<file path="src/rtl/clkgate_pkg.sv">
`timescale 1ns/1ps
package clkgate_pkg;
  localparam int unsigned NUM_GROUPS = 2;

  // Group index served by output idx: the first a_cnt outputs form group 0.
  function automatic int unsigned group_sel(input int unsigned idx, input int unsigned a_cnt);
    return (idx < a_cnt) ? 0 : 1;
  endfunction
endpackage

</file>
<file path="src/rtl/en_sync_pipe.sv">
`timescale 1ns/1ps
module en_sync_pipe #(
  parameter int unsigned STAGES = 4   // must be at least 2
) (
  input  logic ref_clk,
  input  logic rst_n,
  input  logic en_async,
  output logic en_late
);
  logic [STAGES-1:0] stg;

  always_ff @(posedge ref_clk or negedge rst_n) begin
    if (!rst_n) stg <= '0;
    else        stg <= {stg[STAGES-2:0], en_async};
  end

  assign en_late = stg[STAGES-1];

  genvar k;
  generate
    for (k = 1; k < STAGES; k++) begin : g_shift_chk
      AST_PIPE_SHIFT: assert property (@(posedge ref_clk) disable iff (!rst_n)
        stg[k] == $past(stg[k-1]));
    end
  endgenerate

  AST_PIPE_RESET_CLEAR: assert property (@(posedge ref_clk) disable iff (!rst_n)
    $rose(rst_n) |-> (stg == '0));
endmodule

</file>
<file path="src/rtl/neg_gate.sv">
`timescale 1ns/1ps
module neg_gate (
  input  logic ref_clk,
  input  logic rst_n,
  input  logic en_in,
  output logic gate_q
);
  // Captured on the falling edge: the gate moves only while the clock is low.
  always_ff @(negedge ref_clk or negedge rst_n) begin
    if (!rst_n) gate_q <= 1'b0;
    else        gate_q <= en_in;
  end

  // The value seen at a rising edge was taken half a cycle earlier from the chain tail.
  AST_GATE_HALF_CYCLE: assert property (@(posedge ref_clk) disable iff (!rst_n)
    gate_q == en_in);
endmodule

</file>
<file path="src/rtl/grouped_clk_gate.sv">
`timescale 1ns/1ps
module grouped_clk_gate #(
  parameter int unsigned NUM_OUT     = 6,
  parameter int unsigned GROUP_A_CNT = 5,
  parameter int unsigned LATENCY     = 4   // rising edges from sampling to effect, >= 2
) (
  input  logic               ref_clk,
  input  logic               rst_n,
  input  logic               en_a,
  input  logic               en_b,
  output logic [NUM_OUT-1:0] clk_out
);
  import clkgate_pkg::*;

  localparam int unsigned PIPE_STAGES = LATENCY;

  logic [NUM_GROUPS-1:0] en_raw;
  logic [NUM_GROUPS-1:0] en_late;
  logic [NUM_GROUPS-1:0] grp_gate;

  assign en_raw = {en_b, en_a};

  genvar g, i;
  generate
    for (g = 0; g < NUM_GROUPS; g++) begin : g_grp
      en_sync_pipe #(.STAGES(PIPE_STAGES)) i_pipe (
        .ref_clk (ref_clk),
        .rst_n   (rst_n),
        .en_async(en_raw[g]),
        .en_late (en_late[g])
      );
      neg_gate i_gate (
        .ref_clk(ref_clk),
        .rst_n  (rst_n),
        .en_in  (en_late[g]),
        .gate_q (grp_gate[g])
      );
    end
    for (i = 0; i < NUM_OUT; i++) begin : g_out
      assign clk_out[i] = ref_clk & grp_gate[group_sel(i, GROUP_A_CNT)];
    end
  endgenerate

  // Wide group outputs all show the same level during the high phase.
  AST_GROUP_COHERENT: assert property (@(negedge ref_clk) disable iff (!rst_n)
    ($countones(clk_out[GROUP_A_CNT-1:0]) == 0) ||
    ($countones(clk_out[GROUP_A_CNT-1:0]) == GROUP_A_CNT));

  // Outputs are parked low in the low phase of the reference clock.
  AST_LOW_PHASE_PARKED: assert property (@(posedge ref_clk) disable iff (!rst_n)
    clk_out == '0);
endmodule

</file>
<file path="config.mk">
export PLATFORM = sky130hd
export DESIGN_NAME = grouped_clk_gate
export DESIGN_NICKNAME = d
export VERILOG_FILES = /design/src/rtl/clkgate_pkg.sv /design/src/rtl/en_sync_pipe.sv /design/src/rtl/neg_gate.sv /design/src/rtl/grouped_clk_gate.sv
export SDC_FILE = /design/constraint.sdc
export NUM_CORES = 1
export LEC_CHECK = 0
export ABC_AREA = 0
export BUFFER_PORTS_ARGS = -buffer_cell sky130_fd_sc_hd__buf_2
export CELL_PAD_IN_SITES_DETAIL_PLACEMENT = 0
export CELL_PAD_IN_SITES_GLOBAL_PLACEMENT = 2
export CORE_AREA = 2 2 39 41
export CTS_BUF_LIST = sky130_fd_sc_hd__clkbuf_16
export DETAILED_ROUTE_END_ITERATION = 10
export DIE_AREA = 0 0 41 43
export PLACE_DENSITY = 0.65
export SLEW_MARGIN = 10
export SYNTH_ARGS = -nofsm -noshare
export SYNTH_HDL_FRONTEND = slang
export SYNTH_SLANG_ARGS = --single-unit
</file>
<file path="constraint.sdc">
create_clock -name ref_clk -period 0.8 [get_ports ref_clk]
set_clock_uncertainty 0.05 [all_clocks]
set_input_delay 0.12 -clock ref_clk [delete_from_list [all_inputs] [get_ports ref_clk]]
set_output_delay 0.12 -clock ref_clk [all_outputs]
set_load 0.02 [all_outputs]
</file>
==> Word-level counts from Yosys, hierarchy flattened <==
Cells that the tools add are included.
Widths: inputs -> output; s select.
{ "op_classes": {"bitwise_logic": 2} }
{ "op_table": {"columns": ["operator", "n"], "rows": [
  ["$and 1x1->1", 2]
]} }
{ "word_totals": {"out_inout_bits": 6, "elab_cells": 6, "input_bits": 4, "register_bits": 10} }

==> Depth between registers and ports, before layout <==
{ "logic_depth": {"ltp_word": 1, "mapped_depth": 2, "depth_no_buf": 1} }

==> Cells and area by module <==
A second synthesis with hierarchy kept.
{ "hier_totals": {"hier_cells": 16, "area_unflattened_um2": 292.8} }
{ "modules_own_cells": {"columns": ["module", "n_inst", "cells_each", "area_per_inst_um2"], "rows": [
  ["en_sync_pipe", 2, 4, 100.1],
  ["neg_gate", 2, 1, 25.0],
  ["grouped_clk_gate", 1, 6, 42.5]
]} }

==> results.tsv <==
stage	metric	value	unit
outcome	outcome	complete, but fails checks	
outcome	violations	setup timing	
drt	first_pass_iters	3	
die	coreArea	1380	um^2
drt	drc_errors	0	
synthesis	synthCells	16	
drt	totalWireLength	700	um
setup_path	crit_chain	and2_4 > clkbuf_16 > buf_4	
setup_path	start_kind	flip-flop	
run	drv_cap	0	
drt	drtIter0Drc	1	
synthesis	syn-num-nets	20	
setup_path	crit_required	0.63	ns
synthesis	yosysSeqAreaShare	0.855	
global_route	antenna_found_initial	0	
global_route	grtUsageTotal	0.156	
synthesis	syn-cell-area	293	um^2
die	die_area	1760	um^2
setup_path	slowest_stage	dfrtn_1	
place	place_congestion	0.552	
synthesis	syn_area_per_cell	18.3	um^2
die	die_h	43	um
die	io_pins	10	
synthesis	synth_cell_types	4	
global_route	grt_pass1_vias	343	
drt	routedWlPerCell	12.7	um
timing	tightestPinTransition	0.104	ns
final_layout	diodes	0	
cts	clk_pin_slew	0.04	ns
place	dp_hpwl	284	um
timing	finalSetupViolations	10	
final_layout	fillCellCount	117	
synthesis	synth-warning-count	0	
place	portBuffers	9	
final_layout	final_cell_mix	12 x clkbuf_16, 8 x dfrtp_1, 4 x buf_4	
cts	cts_tree	built	
drt	ant_nets	0	
die	rows	14	
drt	met3_wirelength	77	um
die	initial_core_util	0.212	
drt	routed.top_layer	met4	
timing	slew_violations	0	
setup_path	crit_family	flip-flops	
final_layout	fin_nets	43	
drt	wirelength_met1	202	um
timing	setup_slack	-0.982	ns
setup_path	critPathBufInv	2	
cts	cts_setup_buffers	0	
pwr	leakagePower	0.341	nW
timing	hold_violations	0	
global_route	grt_max_degree	9	
final_layout	area_growth	143	%
final_layout	drive_gt1_frac	0.615	
setup_path	critPathMaxStageDelay	0.38	ns
setup_path	critPathKind	flip-flop to output pin	
synthesis	ys_seq_elements	10	
setup_path	cp_max_fo	3	
drt	wl_met2	374	um
drt	via_per_inst	3.84	
pwr	power-per-cell-area	5900	nW/um^2
setup_path	cp-end-kind	output pin	
pwr	power.total	4.20	mW
pwr	ir_drop	0.00260	V
setup_path	cp.arrival	1.61	ns
timing	max_slew_margin	0.931	
timing	grt_setup_unrepaired	true	
global_route	grt_pass1_wl	1120	um
cts	worstSkewPairLatency	0.35	ns
drt	vias	211	
final_layout	final_common_cell	clkbuf_16	
timing	tns	-5.86	ns
global_route	grt_overflow	0	
min_path	hold_path.class	input port to asynchronous set/reset pin	
die	die_w	41	um
[tightest hold or removal path, delay by kind of cell]
kind	cells	cell delay, ns
buf+inv	3	0.83
[where the power goes]
| part | internal (mW) | leakage [nW] | total (mW) | switching (mW) |
|---|---|---|---|---|
| Clock | 2.73 | 0.196 | 3.63 | 0.899 |
| Sequential | 0.535 | 0.117 | 0.542 | 0.00717 |
| Combinational | 0.0178 | 0.0291 | 0.0307 | 0.0129 |
[worst paths after layout]
check                                       startpoint                     end  cells after the start  slack, ns
worst max-delay path            g_grp[0].i_gate.gate_q              clk_out[1]                      3      -0.98
worst min-delay path                             rst_n  g_grp[0].i_pipe.stg[1]                      3       0.21
worst max register to register  g_grp[0].i_pipe.stg[3]  g_grp[0].i_gate.gate_q                      0      -0.11
worst min register to register  g_grp[1].i_pipe.stg[2]  g_grp[1].i_pipe.stg[3]                      0       0.29
max in group asynchronous                        rst_n  g_grp[1].i_gate.gate_q                      2       0.28
min in group ref_clk            g_grp[1].i_pipe.stg[2]  g_grp[1].i_pipe.stg[3]                      0       0.29
[metal layers]
layer  track usage  vias to the layer above
li1              -                       88
met1        0.0512                       99
met2        0.0938                       16
met3         0.194                        8
met4         0.473                        0
met5             0                        -
[layout make-up]
cell class	instances	area, um^2	share of cell area
sequential	10	250	0.351
timing repair buffer	7	52.6	0.0738
tap	16	20.0	0.0281
multi-input combinational	2	17.5	0.0246
clock buffer	18	364	0.511
clock inverter	2	7.51	0.0105
[kinds of logic (layout without fill, tap and decap cells)]
family,count (synthesis),in the layout,share of synthesized area
buffers and inverters,4,27,0.103
and+or+nand+nor,2,2,0.0427
DFF,10,10,0.855
[registers in the layout, summed over array words and instances (netlist names)]
| name | cells |
|---|---|
| g_grp.i_pipe.stg | 8 |
| g_grp.i_gate.gate_q | 2 |
[through the flow]
| step | setup slack (ns) | hold slack, ns | util | area (um^2) | instances |
|---|---|---|---|---|---|
| after global routing | -1.02 | 0.236 | 0.514 | 712 | 55 |
| after detailed placement | -0.423 | 0.0405 | 0.246 | 340 | 38 |
| after global placement | -0.426 | 0.0255 | 0.246 | 340 | 38 |
| after floorplan | -0.463 | -0.226 | - | 298 | 16 |
| after CTS | -1.01 | 0.206 | 0.514 | 712 | 55 |
| final | -0.982 | 0.207 | 0.514 | 712 | 55 |
[repair_timing]
item	in CTS	in global routing
hold endpoints to repair	12	0
hold buffers	3	0
pin swaps	1	1
endpoints found under the setup margin	10	10
gates resized for setup	11	0
[cells in the mapped netlist]
cell type  instances  area share
and2_1             2       0.043
dfrtn_1            2        0.17
dfrtp_1            8        0.68
buf_4              4        0.10
Note: power is estimated with default switching activity, not from simulation.
